--- src/rtl/spi_port_pkg.sv ---
package spi_port_pkg;
  typedef enum logic [1:0] {
    REG_DATA = 2'd0,
    REG_CTRL = 2'd1,
    REG_CFG  = 2'd2,
    REG_RATE = 2'd3
  } spi_reg_e;

  // control/status bit positions
  localparam int CB_EN   = 0;
  localparam int CB_MST  = 1;
  localparam int CB_DONE = 2;
  localparam int CB_WCOL = 3;
  localparam int CB_MODF = 4;
  localparam int CB_OVR  = 5;

  // config bit positions
  localparam int FB_CPHA = 0;
  localparam int FB_CPOL = 1;
  localparam int FB_SIZE = 2;

  localparam int NUM_FLAGS = 4;
endpackage

--- src/rtl/spi_sync.sv ---
module spi_sync #(
  parameter int   STAGES  = 2,
  parameter logic RST_VAL = 1'b0
) (
  input  logic clk_i,
  input  logic rst_ni,
  input  logic d_i,
  output logic q_o
);
  logic [STAGES-1:0] pipe_q;

  always_ff @(posedge clk_i or negedge rst_ni) begin
    if (!rst_ni) pipe_q <= {STAGES{RST_VAL}};
    else         pipe_q <= {pipe_q[STAGES-2:0], d_i};
  end

  assign q_o = pipe_q[STAGES-1];
endmodule

--- src/rtl/spi_rate_div.sv ---
module spi_rate_div #(
  parameter int RATE_W = 8
) (
  input  logic              clk_i,
  input  logic              rst_ni,
  input  logic              run_i,
  input  logic [RATE_W-1:0] rate_i,
  output logic              tick_o
);
  logic [RATE_W-1:0] cnt_q;

  assign tick_o = run_i && (cnt_q == rate_i);

  always_ff @(posedge clk_i or negedge rst_ni) begin
    if (!rst_ni)                cnt_q <= '0;
    else if (!run_i || tick_o)  cnt_q <= '0;
    else                        cnt_q <= cnt_q + 1'b1;
  end
endmodule

--- src/rtl/spi_flag_cell.sv ---
module spi_flag_cell (
  input  logic clk_i,
  input  logic rst_ni,
  input  logic set_i,
  input  logic clr_i,
  output logic q_o
);
  // hardware set wins over a same-cycle software clear
  always_ff @(posedge clk_i or negedge rst_ni) begin
    if (!rst_ni)    q_o <= 1'b0;
    else if (set_i) q_o <= 1'b1;
    else if (clr_i) q_o <= 1'b0;
  end
endmodule

--- src/rtl/spi_shift_core.sv ---
module spi_shift_core #(
  parameter int DATA_W = 8,
  parameter int CNT_W  = $clog2(DATA_W)
) (
  input  logic              clk_i,
  input  logic              rst_ni,
  input  logic              en_i,
  input  logic              master_i,
  input  logic              cpol_i,
  input  logic              cpha_i,
  input  logic [CNT_W-1:0]  size_i,
  input  logic              load_i,
  input  logic [DATA_W-1:0] load_data_i,
  input  logic              tick_i,
  input  logic              sel_i,
  input  logic              sck_s_i,
  input  logic              din_i,
  output logic              busy_o,
  output logic              active_o,
  output logic              sck_o,
  output logic              dout_o,
  output logic              done_o,
  output logic [DATA_W-1:0] word_o,
  output logic [CNT_W-1:0]  shifted_o
);
  localparam int NB_W = CNT_W + 1;

  logic [DATA_W-1:0] sr_q, sr_nxt, load_val;
  logic [NB_W-1:0]   nbits, nshift_q;
  logic [DATA_W:0]   mask_w;
  logic              phase_q, rxb_q, have_q, sck_prev_q;
  logic              sck_n, s_lead, s_trail, ev, lead, samp_ev, shft_ev, last;
  logic              fin_samp, fin_shft;

  assign nbits    = master_i ? NB_W'(size_i) + NB_W'(1) : NB_W'(DATA_W);
  assign load_val = load_data_i << (NB_W'(DATA_W) - nbits);
  assign mask_w   = ((DATA_W+1)'(1) << nbits) - (DATA_W+1)'(1);

  // slave edges, normalised so "leading" means leaving idle level
  assign sck_n   = sck_s_i ^ cpol_i;
  assign s_lead  = en_i && !master_i && sel_i && sck_n && !sck_prev_q;
  assign s_trail = en_i && !master_i && sel_i && !sck_n && sck_prev_q;

  assign ev      = master_i ? (busy_o && tick_i) : (s_lead || s_trail);
  assign lead    = master_i ? !phase_q : s_lead;
  assign samp_ev = ev && (lead ^ cpha_i);
  assign shft_ev = ev && !(lead ^ cpha_i);
  assign last    = (nshift_q == nbits - NB_W'(1));

  assign fin_samp = samp_ev && cpha_i && last;
  assign fin_shft = shft_ev && have_q && !cpha_i && last;
  assign done_o   = fin_samp || fin_shft;

  always_comb begin
    sr_nxt = sr_q;
    if (fin_samp)               sr_nxt = {sr_q[DATA_W-2:0], din_i};
    else if (shft_ev && have_q) sr_nxt = {sr_q[DATA_W-2:0], rxb_q};
  end

  assign word_o    = sr_nxt & mask_w[DATA_W-1:0];
  assign active_o  = master_i ? busy_o : (sel_i && (nshift_q != '0 || have_q));
  assign sck_o     = (master_i && en_i) ? (cpol_i ^ phase_q) : cpol_i;
  assign dout_o    = sr_q[DATA_W-1];
  assign shifted_o = nshift_q[CNT_W-1:0];

  always_ff @(posedge clk_i or negedge rst_ni) begin
    if (!rst_ni) begin
      sr_q       <= '0;
      nshift_q   <= '0;
      phase_q    <= 1'b0;
      rxb_q      <= 1'b0;
      have_q     <= 1'b0;
      busy_o     <= 1'b0;
      sck_prev_q <= 1'b0;
    end else begin
      sck_prev_q <= sck_n;
      if (!en_i) begin
        busy_o   <= 1'b0;
        phase_q  <= 1'b0;
        nshift_q <= '0;
        have_q   <= 1'b0;
      end else begin
        if (!master_i && !sel_i) begin
          nshift_q <= '0;
          have_q   <= 1'b0;
        end
        if (load_i && !active_o) begin
          sr_q <= load_val;
          if (master_i) begin
            busy_o  <= 1'b1;
            phase_q <= 1'b0;
          end
        end else begin
          sr_q <= sr_nxt;
          if (master_i && busy_o && tick_i) phase_q <= ~phase_q;
          if (samp_ev && !fin_samp) begin
            rxb_q  <= din_i;
            have_q <= 1'b1;
          end
          if (shft_ev && have_q) begin
            have_q   <= 1'b0;
            nshift_q <= nshift_q + NB_W'(1);
          end
          if (done_o) begin
            nshift_q <= '0;
            have_q   <= 1'b0;
            busy_o   <= 1'b0;
          end
        end
      end
    end
  end
endmodule

--- src/rtl/spi_port.sv ---
module spi_port
  import spi_port_pkg::*;
#(
  parameter int DATA_W = 8,
  parameter int RATE_W = 8,
  parameter int SYNC_N = 2
) (
  input  logic       clk_i,
  input  logic       rst_ni,
  input  logic       wr_en_i,
  input  logic       rd_en_i,
  input  logic [1:0] addr_i,
  input  logic [7:0] wdata_i,
  output logic [7:0] rdata_o,
  output logic       irq_o,
  output logic       sck_o,
  input  logic       sck_i,
  output logic       mosi_o,
  input  logic       mosi_i,
  output logic       miso_o,
  input  logic       miso_i,
  input  logic       nss_i
);
  localparam int CNT_W = $clog2(DATA_W);

  logic              en_q, mst_q, cpol_q, cpha_q;
  logic [CNT_W-1:0]  size_q, shifted;
  logic [RATE_W-1:0] rate_q;
  logic [DATA_W-1:0] rx_buf_q, word;
  logic              rx_full_q;
  logic              nss_s, sck_s, sel, tick;
  logic              core_busy, core_active, core_done, dout, din;
  logic              data_wr, data_rd, ctrl_wr;
  logic [NUM_FLAGS-1:0] flag_set, flag_clr, flags;

  assign data_wr = wr_en_i && spi_reg_e'(addr_i) == REG_DATA;
  assign data_rd = rd_en_i && spi_reg_e'(addr_i) == REG_DATA;
  assign ctrl_wr = wr_en_i && spi_reg_e'(addr_i) == REG_CTRL;

  spi_sync #(.STAGES(SYNC_N), .RST_VAL(1'b1)) u_nss_sync (
    .clk_i(clk_i), .rst_ni(rst_ni), .d_i(nss_i), .q_o(nss_s));
  spi_sync #(.STAGES(SYNC_N), .RST_VAL(1'b0)) u_sck_sync (
    .clk_i(clk_i), .rst_ni(rst_ni), .d_i(sck_i), .q_o(sck_s));

  assign sel = !nss_s;

  always_ff @(posedge clk_i or negedge rst_ni) begin
    if (!rst_ni) begin
      en_q   <= 1'b0;
      mst_q  <= 1'b0;
      cpol_q <= 1'b0;
      cpha_q <= 1'b0;
      size_q <= '0;
      rate_q <= '0;
    end else if (wr_en_i) begin
      unique case (spi_reg_e'(addr_i))
        REG_CTRL: begin
          en_q  <= wdata_i[CB_EN];
          mst_q <= wdata_i[CB_MST];
        end
        REG_CFG: begin
          cpha_q <= wdata_i[FB_CPHA];
          cpol_q <= wdata_i[FB_CPOL];
          size_q <= wdata_i[FB_SIZE +: CNT_W];
        end
        REG_RATE: rate_q <= wdata_i[RATE_W-1:0];
        default: ;
      endcase
    end
  end

  spi_rate_div #(.RATE_W(RATE_W)) u_div (
    .clk_i(clk_i), .rst_ni(rst_ni), .run_i(core_busy && mst_q),
    .rate_i(rate_q), .tick_o(tick));

  assign din = mst_q ? miso_i : mosi_i;

  spi_shift_core #(.DATA_W(DATA_W), .CNT_W(CNT_W)) u_core (
    .clk_i(clk_i), .rst_ni(rst_ni), .en_i(en_q), .master_i(mst_q),
    .cpol_i(cpol_q), .cpha_i(cpha_q), .size_i(size_q),
    .load_i(data_wr), .load_data_i(wdata_i[DATA_W-1:0]), .tick_i(tick),
    .sel_i(sel), .sck_s_i(sck_s), .din_i(din),
    .busy_o(core_busy), .active_o(core_active), .sck_o(sck_o),
    .dout_o(dout), .done_o(core_done), .word_o(word), .shifted_o(shifted));

  // receive holding register: older unread byte is kept on overrun
  always_ff @(posedge clk_i or negedge rst_ni) begin
    if (!rst_ni) begin
      rx_buf_q  <= '0;
      rx_full_q <= 1'b0;
    end else if (core_done && (!rx_full_q || data_rd)) begin
      rx_buf_q  <= word;
      rx_full_q <= 1'b1;
    end else if (data_rd) begin
      rx_full_q <= 1'b0;
    end
  end

  // flag order: 0 done, 1 collision, 2 fault, 3 overrun
  assign flag_set[0] = core_done;
  assign flag_set[1] = data_wr && en_q && core_active;
  assign flag_set[2] = en_q && mst_q && !nss_s;
  assign flag_set[3] = core_done && rx_full_q && !data_rd;

  genvar g;
  generate
    for (g = 0; g < NUM_FLAGS; g++) begin : g_flag
      assign flag_clr[g] = ctrl_wr && !wdata_i[CB_DONE + g];
      spi_flag_cell u_cell (
        .clk_i(clk_i), .rst_ni(rst_ni), .set_i(flag_set[g]),
        .clr_i(flag_clr[g]), .q_o(flags[g]));
    end
  endgenerate

  assign irq_o = |flags;

  always_comb begin
    unique case (spi_reg_e'(addr_i))
      REG_DATA: rdata_o = 8'(rx_buf_q);
      REG_CTRL: rdata_o = {sel, core_busy && mst_q, flags, mst_q, en_q};
      REG_CFG:  rdata_o = 8'({shifted, size_q, cpol_q, cpha_q});
      default:  rdata_o = 8'(rate_q);
    endcase
  end

  assign mosi_o = (en_q && mst_q) ? dout : 1'b0;
  assign miso_o = (en_q && !mst_q && sel) ? dout : 1'b0;
endmodule

--- config.mk ---
export PLATFORM = sky130hd
export DESIGN_NAME = spi_port
export DESIGN_NICKNAME = d
export VERILOG_FILES = /design/src/rtl/spi_port_pkg.sv /design/src/rtl/spi_sync.sv /design/src/rtl/spi_rate_div.sv /design/src/rtl/spi_flag_cell.sv /design/src/rtl/spi_shift_core.sv /design/src/rtl/spi_port.sv
export SDC_FILE = /design/constraint.sdc
export NUM_CORES = 1
export LEC_CHECK = 0
export BUFFER_PORTS_ARGS = -buffer_cell sky130_fd_sc_hd__buf_2
export CAP_MARGIN = 30
export CORE_AREA = 2 2 111 113
export DETAILED_ROUTE_END_ITERATION = 10
export DIE_AREA = 0 0 113 115
export GPL_TIMING_DRIVEN = 0
export PLACE_DENSITY = 0.53
export SLEW_MARGIN = 15
export SYNTH_ARGS = -nofsm -noshare
export SYNTH_HDL_FRONTEND = slang
export SYNTH_SLANG_ARGS = --single-unit
--- constraint.sdc ---
create_clock -name clk_i -period 8.59 [get_ports clk_i]
set_input_delay 0.4295 -clock clk_i [delete_from_list [all_inputs] [get_ports clk_i]]
set_output_delay 0.4295 -clock clk_i [all_outputs]
set_load 0.02 [all_outputs]
=== Word level (Yosys, flattened, before mapping) ===
Index checks and enable logic that the tools add are counted.

* Add/sub/neg operators: 6
* Eq/ne operators: 8
* Shifts and indexed selects: 2
* Muxes and demuxes: 42
* Bitwise operators: 6
* Reductions and logical operators: 70

{| class="wikitable"
|+ Operators by type and width
! kind !! number
|-
| $logic_and 1x1->1 || 35
|-
| $mux 8 || 4
|-
| $mux 1 || 31
|-
| $mux 4 || 6
|-
| $pmux 8 s3 || 1
|-
| $logic_not 1->1 || 16
|-
| $reduce_and 2->1 || 5
|-
| $reduce_bool 2->1 || 5
|-
| $add 8x1->8 const B || 1
|-
| $and 8x8->8 || 1
|-
| $eq 8x8->1 || 1
|-
| $shl 1x4->8 const A || 1
|-
| $shl 8x4->8 || 1
|-
| $sub 8x2->8 const B || 1
|-
| $ne 3x1->1 const B || 2
|-
| $logic_or 1x1->1 || 5
|-
| $add 3x1->4 const B || 1
|-
| $add 4x1->4 const B || 1
|-
| $eq 2x2->1 const B || 2
|-
| $eq 4x4->1 || 1
|-
| $reduce_bool 4->1 || 1
|-
| $reduce_or 4->1 || 1
|-
| $sub 4x1->4 const B || 1
|-
| $sub 4x4->4 const A || 1
|-
| other kinds (6) || 9
|}

* Flip-flop bits (word level): 57

=== Longest topological paths before layout ===
Gate-level depths: netlist of the first run.

* Depth in word-level cells: 17
* Mapped depth: 13
* Gate-level depth less buffers: 12

=== Cells and area by module ===
A second synthesis of the first run with hierarchy kept.

* Cells, all modules: 375
* Area, all modules: 3916.3 um^2

{| class="wikitable"
|+ By module, submodules not included
! module !! instances !! cells each !! area each (um^2) !! sequential area each (um^2)
|-
| spi_shift_core || 1 || 234 || 1939.4 || 425.4
|-
| spi_port || 1 || 79 || 1228.7 || 600.6
|-
| spi_rate_div || 1 || 46 || 500.5 || 200.2
|-
| spi_flag_cell || 4 || 3 || 36.3 || 25.0
|-
| spi_sync (u_nss_sync) || 1 || 2 || 52.6 || 52.6
|-
| spi_sync (u_sck_sync) || 1 || 2 || 50.0 || 50.0
|}

=== Worst setup path after synthesis of the first run ===
OpenSTA, ideal clock, no wires.

* Path kind: register to register
* Start point: reg size_q[0]
* End point: reg u_core.rxb_q
* Data arrival time: 2.721 ns
* Data required time: 8.465 ns
* Path slack: 5.744 ns
* Cell stages (with the launch flop): 12
* Buffers on the path: 1
* Period minus slack after synthesis: 2.846 ns
* Path through: dfrtp_1 nor2b_1 buf_4 clkinv_1 ha_1 xor2_1 and3_2 o21a_1 a41oi_2 nor2_2 or4_4 mux2_4

* Word-level cells in the longest chain between the ends: 8

{| class="wikitable"
|+ RTL lines
! item !! line !! RTL
|-
| start: declaration || spi_port.sv:27 || <nowiki>logic [CNT_W-1:0] size_q, shifted;</nowiki>
|-
| start signal: assignment || spi_port.sv:64 || <nowiki>size_q <= wdata_i[FB_SIZE +: CNT_W];</nowiki>
|-
| $add 3x1->4 || spi_shift_core.sv:35 || <nowiki>assign nbits = master_i ? NB_W'(size_i) + NB_W'(1) : NB_W'(DATA_W);</nowiki>
|-
| $mux 4 || spi_shift_core.sv:35 ||
|-
| $sub 4x1->4 || spi_shift_core.sv:48 || <nowiki>assign last = (nshift_q == nbits - NB_W'(1));</nowiki>
|-
| $eq 4x4->1 || spi_shift_core.sv:48 ||
|-
| $logic_and 1x1->1 || spi_shift_core.sv:50 || <nowiki>assign fin_samp = samp_ev && cpha_i && last;</nowiki>
|-
| $logic_not 1->1 || spi_shift_core.sv:96 || <nowiki>if (samp_ev && !fin_samp) begin</nowiki>
|-
| $logic_and 1x1->1 || spi_shift_core.sv:96 ||
|-
| $reduce_and 3->1 (no line) || - ||
|-
| end signal: assignment || spi_shift_core.sv:97 || <nowiki>rxb_q <= din_i;</nowiki>
|-
| end: declaration || spi_shift_core.sv:31 || <nowiki>logic phase_q, rxb_q, have_q, sck_prev_q;</nowiki>
|}

Every way passes these cells.
A chain may end at the register's enable or synchronous reset.

=== Worst setup path in the final report of the first run ===
* Start point: reg mst_q
* End point: reg u_core.sr_q[3]

* Word-level cells in the longest chain between the ends: 13
* Elaborated cells between the ends (all ways): 31
* Classes of those cells: add/sub: 2; eq/ne: 1; shift: 1; mux: 7; bitwise: 1; reduce/logical: 19

{| class="wikitable"
|+ RTL lines
! item !! line !! RTL
|-
| start: declaration || spi_port.sv:26 || <nowiki>logic en_q, mst_q, cpol_q, cpha_q;</nowiki>
|-
| start signal: assignment || spi_port.sv:59 || <nowiki>mst_q <= wdata_i[CB_MST];</nowiki>
|-
| parallel branches: the longest is 12 deep, another holds $sub 4x4->4 || - ||
|-
| $mux 8 (*) || spi_shift_core.sv:87 || <nowiki>if (load_i && !active_o) begin</nowiki>
|-
| end signal: assignment || spi_shift_core.sv:88 || <nowiki>sr_q <= load_val;</nowiki>
|-
| end signal: assignment || spi_shift_core.sv:94 || <nowiki>sr_q <= sr_nxt;</nowiki>
|-
| end: declaration || spi_shift_core.sv:28 || <nowiki>logic [DATA_W-1:0] sr_q, sr_nxt, load_val;</nowiki>
|}

Mark *: on every way between the ends.

==> results.rst, run 1 <==
.. list-table::
   :header-rows: 1

   * - Metric
     - Value
   * - Final routed DRC violation total
     - 0
   * - Mean cell area of the mapped netlist
     - approximately 10 sq um
   * - Status
     - complete, no violations
   * - Clock slew at the register clock pins of the worst setup and hold paths
     - 50 ps
   * - Hold Worst Slack
     - approximately 150 ps
   * - Synth warn
     - 0
   * - Setup slack after layout
     - about 5300 ps
   * - Static power due to leakage
     - around 1.8 nW
   * - Final count of hold timing violations
     - 0
   * - Worst-case headroom to the max-slew limit
     - 46.9%
   * - Total area of multi-input combinational cells
     - 2030 sq um
   * - Worst setup skew after layout
     - approximately 9.6 ps
   * - Clock tree from TritonCTS
     - done
   * - Setup slack at placement
     - roughly 5300 ps
   * - Diode count
     - 0
   * - Vias in the first global route
     - around 2,900
   * - Share of synthesized cell area in full adder, half adder and majority cells
     - roughly 4.2%
   * - Cells after synthesis
     - between 300 and 400
   * - Total number of clock tree sinks
     - 57
   * - Final period demand of the worst path
     - about 3300 ps
   * - Top area cells in the synthesized netlist
     - dfrtp_1 (39%), mux2_2 (6.0%), mux4_2 (5.1%)
   * - DRC violation total after the first TritonRoute iteration
     - 127
   * - Main flop type after synthesis
     - dfrtp_1
   * - Layout filler cell count
     - between 1,000 and 1,500
   * - Net count after synthesis
     - approximately 380
   * - Final clock period utilization by the worst path
     - around two fifths
   * - WS Path Type
     - flop to flop
   * - HPWL reported at the end of detailed placement
     - approximately 7100 um
   * - Routed Wire Length
     - ~9400 um
   * - Post-CTS repair timing setup buffer count
     - 0
   * - Die boundary width
     - approximately 110 um
   * - Register bit count reported by yosys
     - 57
   * - Row count
     - 40
   * - Area enclosed by the die boundary
     - ~13,000 sq um
   * - Largest net degree at the start of global routing
     - 58
   * - Cell area after placement
     - 3880 sq um
   * - Post-synthesis async set-or-reset flop share
     - 100%
   * - Class of the tightest hold or removal check
     - primary input to asynchronous set/reset pin
   * - Via count
     - 2,856
   * - Clock root buffer
     - clkbuf_16
   * - CP Launch Type
     - flop
   * - Compound-cell area share of the yosys netlist
     - 13.9%
   * - Clock Path Buffers
     - 2
   * - Max-cap violations
     - 0
   * - Fmax achieved
     - 303 MHz
   * - Routability congestion estimate
     - 0.808
   * - Simple-gate area share of the yosys netlist
     - between 10% and 20%
   * - Unrepaired setup endpoints after global routing
     - no
   * - Data required time at the worst endpoint
     - ~8900 ps
   * - Ports placed on the boundary
     - 30
   * - Antenna Violating Nets Remaining
     - 0
   * - Unique masters post-synth
     - 60
   * - WL per Instance
     - ~18 um
   * - Maximum fanout encountered on the critical timing path
     - 10
   * - Global routing usage summed across all routing layers
     - about 15%
   * - P&R area growth vs syn
     - 17.7%
   * - Area inside the core boundary
     - ~12,000 sq um
   * - Post-synth EDFFs
     - 0
   * - Worst-margin pin slew
     - 791 ps
   * - H-tree depth
     - 3
   * - Depth of the worst register-to-register path
     - 10
   * - Cell area power density
     - between 200 and 250 nW/um^2
   * - Top-area cell type share of the netlist area
     - between 30% and 40%
   * - Starting density of the core
     - between 30% and 40%
   * - Routed via count divided by cell count
     - between 5 and 6
   * - Post-synthesis share of cell area spent on xor and xnor gates
     - between 6 and 7%
   * - Mux cell area share after synthesis
     - between 10% and 20%
   * - Combined flip-flop and latch cell area
     - around 1400 sq um
   * - Total number of nets in the final design
     - around 420
   * - Final std cell area, no fill
     - between 4000 and 5000 sq um
   * - Clock latency reported for the late side of the worst-skew pair
     - approximately 330 ps
   * - Final count of pins violating max slew
     - 0
   * - Data arrival time of the worst path
     - roughly 3600 ps
   * - Wire length of the first global-routing pass
     - around 15,000 um
   * - Die height
     - 115 um
   * - Initial antenna violation count
     - 0
   * - Count of buffers from port buffering
     - 29
   * - # setup viols final
     - 0
   * - TritonCTS buffer count
     - 9
   * - Maximum VDD drop
     - about 0.00013 V
   * - Number of hold buffers added after CTS
     - 0
   * - Syn Std Cell Area
     - 3550 sq um
   * - Share of final-layout standard cells stronger than drive strength 1
     - 22.3%
   * - Post-CTS sizing
     - 0
   * - Overflow after GRT
     - 0
   * - Largest family of logic cells by synthesized area
     - simple AND/OR/NAND/NOR gates
   * - Sum of negative setup slack
     - 0 ps
   * - Post-synth top area cell
     - dfrtp_1
   * - Proportion of synthesized chip area in sequential cells
     - about 40%
   * - Worst Setup End Kind
     - flop
   * - Number of detailed-route iterations in the first pass
     - 4
## power by group
group / internal, mW / switching, mW
combinational: 0.133 / 0.181
clock: 0.231 / 0.122
sequential: 0.302 / 0.0385
## sequential cells by signal, indices dropped and copies added, names as in the netlist, 2 cells and up
signal             count
size_q                 3
u_nss_sync.pipe_q      2
u_sck_sync.pipe_q      2
u_core.sr_q            8
rate_q                 8
u_core.nshift_q        4
g_flag.u_cell.q_o      4
u_div.cnt_q            8
rx_buf_q               8
## synth_stat cells (3+ instances only)
| master | n |
|---|---|
| o21a_1 | 4 |
| xor2_1 | 10 |
| xnor2_1 | 15 |
| ha_1 | 12 |
| nor2b_1 | 4 |
| mux2_2 | 19 |
| a21o_1 | 5 |
| inv_1 | 11 |
| nand3_1 | 16 |
| mux4_2 | 8 |
| a22o_1 | 5 |
| nand4_1 | 3 |
| o21ai_0 | 17 |
| nor2_1 | 27 |
| and2_1 | 6 |
| and3_1 | 4 |
| mux2i_1 | 10 |
| a31oi_1 | 5 |
| nand2_1 | 34 |
| nor3_1 | 7 |
| nand3b_1 | 5 |
| a221o_1 | 6 |
| a21oi_1 | 9 |
| dfrtp_1 | 55 |
| clkbuf_1 | 6 |
## path summary, 6_finish.rpt
path,from,slack (ps),end
worst max-delay path,mst_q,5290,u_core.sr_q[3]
worst min-delay path,rst_ni,150,u_div.cnt_q[3]
worst max register to register,mst_q,5290,u_core.sr_q[3]
worst min register to register,u_sck_sync.pipe_q[0],350,u_sck_sync.pipe_q[1]
max in group asynchronous,rst_ni,7960,rx_buf_q[0]
min in group clk_i,nss_i,200,u_nss_sync.pipe_q[0]
## worst max-delay path, stage by stage (launching register included)
cell	delay, ps
dfrtp_1	360
buf_4	180
clkbuf_1	430
nand2_1	220
ha_1	410
xor2_1	190
nor2_1	270
a41oi_2	190
nor3_1	640
a22o_1	260
a21o_1	80
## cell usage in the layout, fill, tap and decap left out, types with 2 or more instances in the layout
cell type   n
clkbuf_1    7
nor3_1      7
o21ai_0    17
nand3_1    16
o2111ai_1   2
nand2_1    34
dfstp_2     2
o21ai_1     2
o21a_1      4
and3b_1     2
and2_1      6
xor2_1     10
a21oi_1     9
and3_1      4
nand4_1     3
clkbuf_16   9
a21o_1      5
nor2b_1     4
nand3b_1    5
a21bo_2     2
nor2_1     27
mux4_2      8
a211oi_1    2
a31oi_1     5
buf_2      29
ha_1       12
mux2i_1    10
clkinv_2    2
mux2_2     19
buf_4       3
inv_1      11
o31ai_1     2
xnor2_1    15
a221o_1     6
dfrtp_1    55
a22o_1      5
## cell type report
class | instances | area share (%)
flip-flops and latches | 57 | 34.2
inverters | 12 | 1.08
plain buffers | 10 | 1.11
repair buffers | 29 | 3.53
well taps | 147 | 4.40
clock inverters | 5 | 1.35
clock buffers | 11 | 5.80
multi-input cells | 267 | 48.6
## stage by stage
stage	power (mW)	util [%]	instances
floorplan	0.565	-	346
global route	1.06	35.4	538
finish	1.01	35.4	538
detailed placement	0.655	32.9	522
global placement	0.650	32.9	522
CTS	1.01	35.4	538
## layer usage
layer | global-route usage [%] | share of wire (%) | vias to the layer above
met3 | 2.79 | 4.9 | 18
met4 | 6.75 | 2.6 | 0
li1 | - | - | 1345
met2 | 24.3 | 46 | 84
met5 | 0 | 0 | -
met1 | 20.4 | 46 | 1409
## logic make-up after synthesis
kind of cell	count (synthesis)
muxes	39
adders and majority gates	12
AOI/OAI and AO/OA	70
buffers and inverters	22
and+or+nand+nor	120
xor gates and xnor gates	26
DFF	57
No activity file was read; power rests on OpenSTA's default activity.
==> run 2, diff against run 1 <==
--- a/config.mk
+++ b/config.mk
@@ -5,11 +5,12 @@
 export SDC_FILE = /design/constraint.sdc
 export NUM_CORES = 1
 export LEC_CHECK = 0
+export ABC_AREA = 1
 export BUFFER_PORTS_ARGS = -buffer_cell sky130_fd_sc_hd__buf_2
 export CAP_MARGIN = 30
-export CORE_AREA = 2 2 111 113
+export CORE_AREA = 2 2 112 114
 export DETAILED_ROUTE_END_ITERATION = 10
-export DIE_AREA = 0 0 113 115
+export DIE_AREA = 0 0 114 116
 export GPL_TIMING_DRIVEN = 0
 export PLACE_DENSITY = 0.53
 export SLEW_MARGIN = 15
==> constraint.sdc (replaced) <==
create_clock -name clk_i -period 3.3 [get_ports clk_i]
set_input_delay 0.165 -clock clk_i [delete_from_list [all_inputs] [get_ports clk_i]]
set_output_delay 0.165 -clock clk_i [all_outputs]
set_load 0.02 [all_outputs]
==> results.rst, run 2 <==
.. list-table::
   :header-rows: 1

   * - Metric
     - Value
   * - Status
     - complete, no violations
   * - Final Power
     - around 2.5 mW
   * - Combinational share of power
     - approximately 28%
   * - Number of detailed-route iterations in the first pass
     - 5
   * - Share of synthesized cell area in full adder, half adder and majority cells
     - 4.08%
   * - Cell area power density
     - between 500 and 600 nW/um^2
   * - Max-cap violations
     - 0
   * - Vias in the first global route
     - roughly 3,400
   * - Maximum fanout encountered on the critical timing path
     - 12
   * - Internal power
     - between 1.5 and 2 mW
   * - Area inside the core boundary
     - 11,900 sq um
   * - Total placed cells including tap cells
     - ~680
   * - Top-area cell type share of the netlist area
     - 37.4%
   * - Post-synth top area cell
     - dfrtp_1
   * - Starting density of the core
     - approximately 31%
   * - Final count of pins violating max slew
     - 0
   * - Diode count
     - 0
   * - Syn Std Cell Area
     - approximately 3700 sq um
   * - Net switching power figure
     - ~0.88 mW
   * - Top area cells in the synthesized netlist
     - dfrtp_1 (37%), nand2_1 (14%), inv_1 (6.7%)
   * - HPWL reported at the end of detailed placement
     - roughly 8200 um
   * - Most used standard cell by instance count after synthesis
     - nand2_1
   * - Top library cells by usage in the layout, fill and taps aside
     - nand2_1 (142), inv_1 (66), dfrtp_1 (55)
   * - Share of final-layout standard cells stronger than drive strength 1
     - around an eighth
   * - Static power due to leakage
     - 2.15 nW
   * - Clock root buffer
     - clkbuf_16
   * - Area enclosed by the die boundary
     - around 13,000 sq um
   * - Post-synthesis share of cell area spent on xor and xnor gates
     - around 4.3%
   * - Worst-case headroom to the max-slew limit
     - 50.7%
   * - Global routing usage summed across all routing layers
     - between 10% and 20%
   * - Post-layout utilization of the core
     - a little over a third
   * - Register bit count reported by yosys
     - 57
   * - Maximum VDD drop
     - 0.000241 V
   * - WL per Instance
     - about 15 um
   * - Ports placed on the boundary
     - 30
   * - Overflow after GRT
     - 0
   * - Mux cell area share after synthesis
     - less than 1%
   * - Final routed DRC violation total
     - 0
   * - # setup viols final
     - 0
   * - Net count after synthesis
     - about 530
   * - Routed via count divided by cell count
     - ~4.9
   * - Via count
     - around 3,400
   * - Row count
     - 40
   * - Worst-margin pin slew
     - about 740 ps
   * - Count of buffers from port buffering
     - 29
   * - Data arrival time of the worst path
     - about 3000 ps
   * - Sum of negative setup slack
     - 0 ps
   * - Synth warn
     - 0
   * - Antenna Violating Nets Remaining
     - 0
   * - Total number of nets in the final design
     - 574
   * - Largest family of logic cells by synthesized area
     - simple AND/OR/NAND/NOR gates
   * - Die boundary width
     - ~110 um
   * - Most common cell after layout, fill and taps aside
     - nand2_1
   * - Final std cell area, no fill
     - ~4300 sq um
   * - Final period demand of the worst path
     - about 2800 ps
   * - Routability congestion estimate
     - ~0.83
   * - Clock slew at the register clock pins of the worst setup and hold paths
     - roughly 50 ps
   * - P&R area growth vs syn
     - 18.2%
   * - CP Launch Type
     - flop
   * - Clock tree from TritonCTS
     - done
   * - Largest net degree at the start of global routing
     - 58
   * - Most frequent cells after synthesis
     - nand2_1 (142), inv_1 (66), dfrtp_1 (55)
   * - Main flop type after synthesis
     - dfrtp_1
   * - WS Path Type
     - flop to flop
   * - Class of the tightest hold or removal check
     - primary input to flop
   * - H-tree depth
     - 3
   * - Depth of the worst register-to-register path
     - 13
   * - Routed Wire Length
     - 10,500 um
   * - Clock latency reported for the late side of the worst-skew pair
     - ~330 ps
   * - Post-synth EDFFs
     - 0
   * - Cells after synthesis
     - 501
   * - Unique masters post-synth
     - 37
   * - Proportion of synthesized chip area in sequential cells
     - 38.8%
   * - Final clock period utilization by the worst path
     - between 80% and 90%
   * - Worst Setup End Kind
     - flop
   * - Part of the power in the clock network
     - 37.7%
   * - Post-synthesis async set-or-reset flop share
     - 100%
   * - Total number of clock tree sinks
     - 57
   * - Non-filler cells, final
     - roughly 700
   * - Hold Path Stages
     - 3
   * - Compound-cell area share of the yosys netlist
     - between 10% and 20%
   * - Data required time at the worst endpoint
     - between 3000 and 4000 ps
   * - Fmax achieved
     - approximately 360 MHz
   * - Proportion of power drawn by flip-flops and latches
     - 33.9%
   * - Initial antenna violation count
     - 0
   * - Die height
     - between 100 and 150 um
   * - DRC violation total after the first TritonRoute iteration
     - between 150 and 200
   * - Mean cell area of the mapped netlist
     - roughly 7.3 sq um
   * - Worst setup skew after layout
     - 6.94 ps
   * - Unrepaired setup endpoints after global routing
     - no
   * - Switch share
     - roughly 35%
   * - Simple-gate area share of the yosys netlist
     - 28.9%
   * - TritonCTS buffer count
     - 9
   * - Post-CTS repair timing setup buffer count
     - 0
   * - Wire length of the first global-routing pass
     - between 15,000 and 20,000 um
   * - Cell area after placement
     - 4010 sq um
   * - Final count of hold timing violations
     - 0
   * - Clock Path Buffers
     - 2
## run 2: kinds of logic (layout without fill, tap and decap cells)
logic type | count (synthesis) | in the layout
XOR/XNOR | 18 | 18
multiplexers | 1 | 1
buffers and inverters | 80 | 128
adder cells (fa/ha/maj) | 12 | 12
AND/OR/NAND/NOR | 238 | 238
flip-flops | 57 | 57
AO/OA/AOI/OAI | 95 | 95
## run 2: worst max-delay path, stage by stage, from the launching register on
cell and delay [ps]:
dfrtp_1 440, inv_1 90, nand2_2 150, buf_1 410, ha_1 250, xnor2_1 140, xnor2_1 140, nand2_1 100
nor2_4 210, nand3_2 160, nand2_1 280, a21oi_1 190, nand2_1 100, nand2_1 50
## run 2: timing repair
action                                 4_1_cts  5_1_grt
endpoints found under the hold margin       57        0
resized for setup                            0        0
hold buffers                                 3        0
## run 2: power groups by stage
| stage | logic [mW] | clock network, mW | registers, mW |
|---|---|---|---|
| after floorplan | 0.528 | 0 | 0.851 |
| after global placement | 0.707 | 0 | 0.868 |
| after detailed placement | 0.716 | 0 | 0.871 |
| after CTS | 0.722 | 0.980 | 0.860 |
| after global routing | 0.824 | 1.01 | 0.872 |
| final | 0.722 | 0.960 | 0.861 |
## run 2: layer usage
| layer | share of wire [%] | global-route usage (%) | vias to the layer above |
|---|---|---|---|
| li1 | - | - | 1715 |
| met1 | 49 | 23.9 | 1626 |
| met2 | 45 | 26.7 | 86 |
| met3 | 4.6 | 3.14 | 15 |
| met4 | 2.0 | 6.59 | 0 |
| met5 | 0 | 0 | - |
## run 2: final timing paths
path	slack, ps	endpoint	startpoint
setup reg to reg	490	u_core.have_q	size_q[0]
max in group asynchronous	2370	size_q[1]	rst_ni
min in group asynchronous	450	u_sck_sync.pipe_q[0]	rst_ni
setup / recovery	490	u_core.have_q	size_q[0]
hold reg to reg	350	u_sck_sync.pipe_q[1]	u_sck_sync.pipe_q[0]
hold / removal	130	g_flag[0].u_cell.q_o	wdata_i[2]
## run 2: layout make-up
type | count | area (sq um)
Timing Repair Buffer | 32 | 178
Multi-Input combinational cell | 364 | 1930
Inverter | 68 | 255
Sequential cell | 57 | 1430
Clock inverter | 4 | 51.3
Clock buffer | 12 | 256
Tap cell | 147 | 184
Buffer | 12 | 70.1
Fill cell | 1290 | 7560
## run 2: through the flow
step                hold WS, ps  setup slack, ps
global placement            272              563
global route                151              168
CTS                         124              498
detailed placement          271              529
floorplan                  -131              984
finish                      134              486
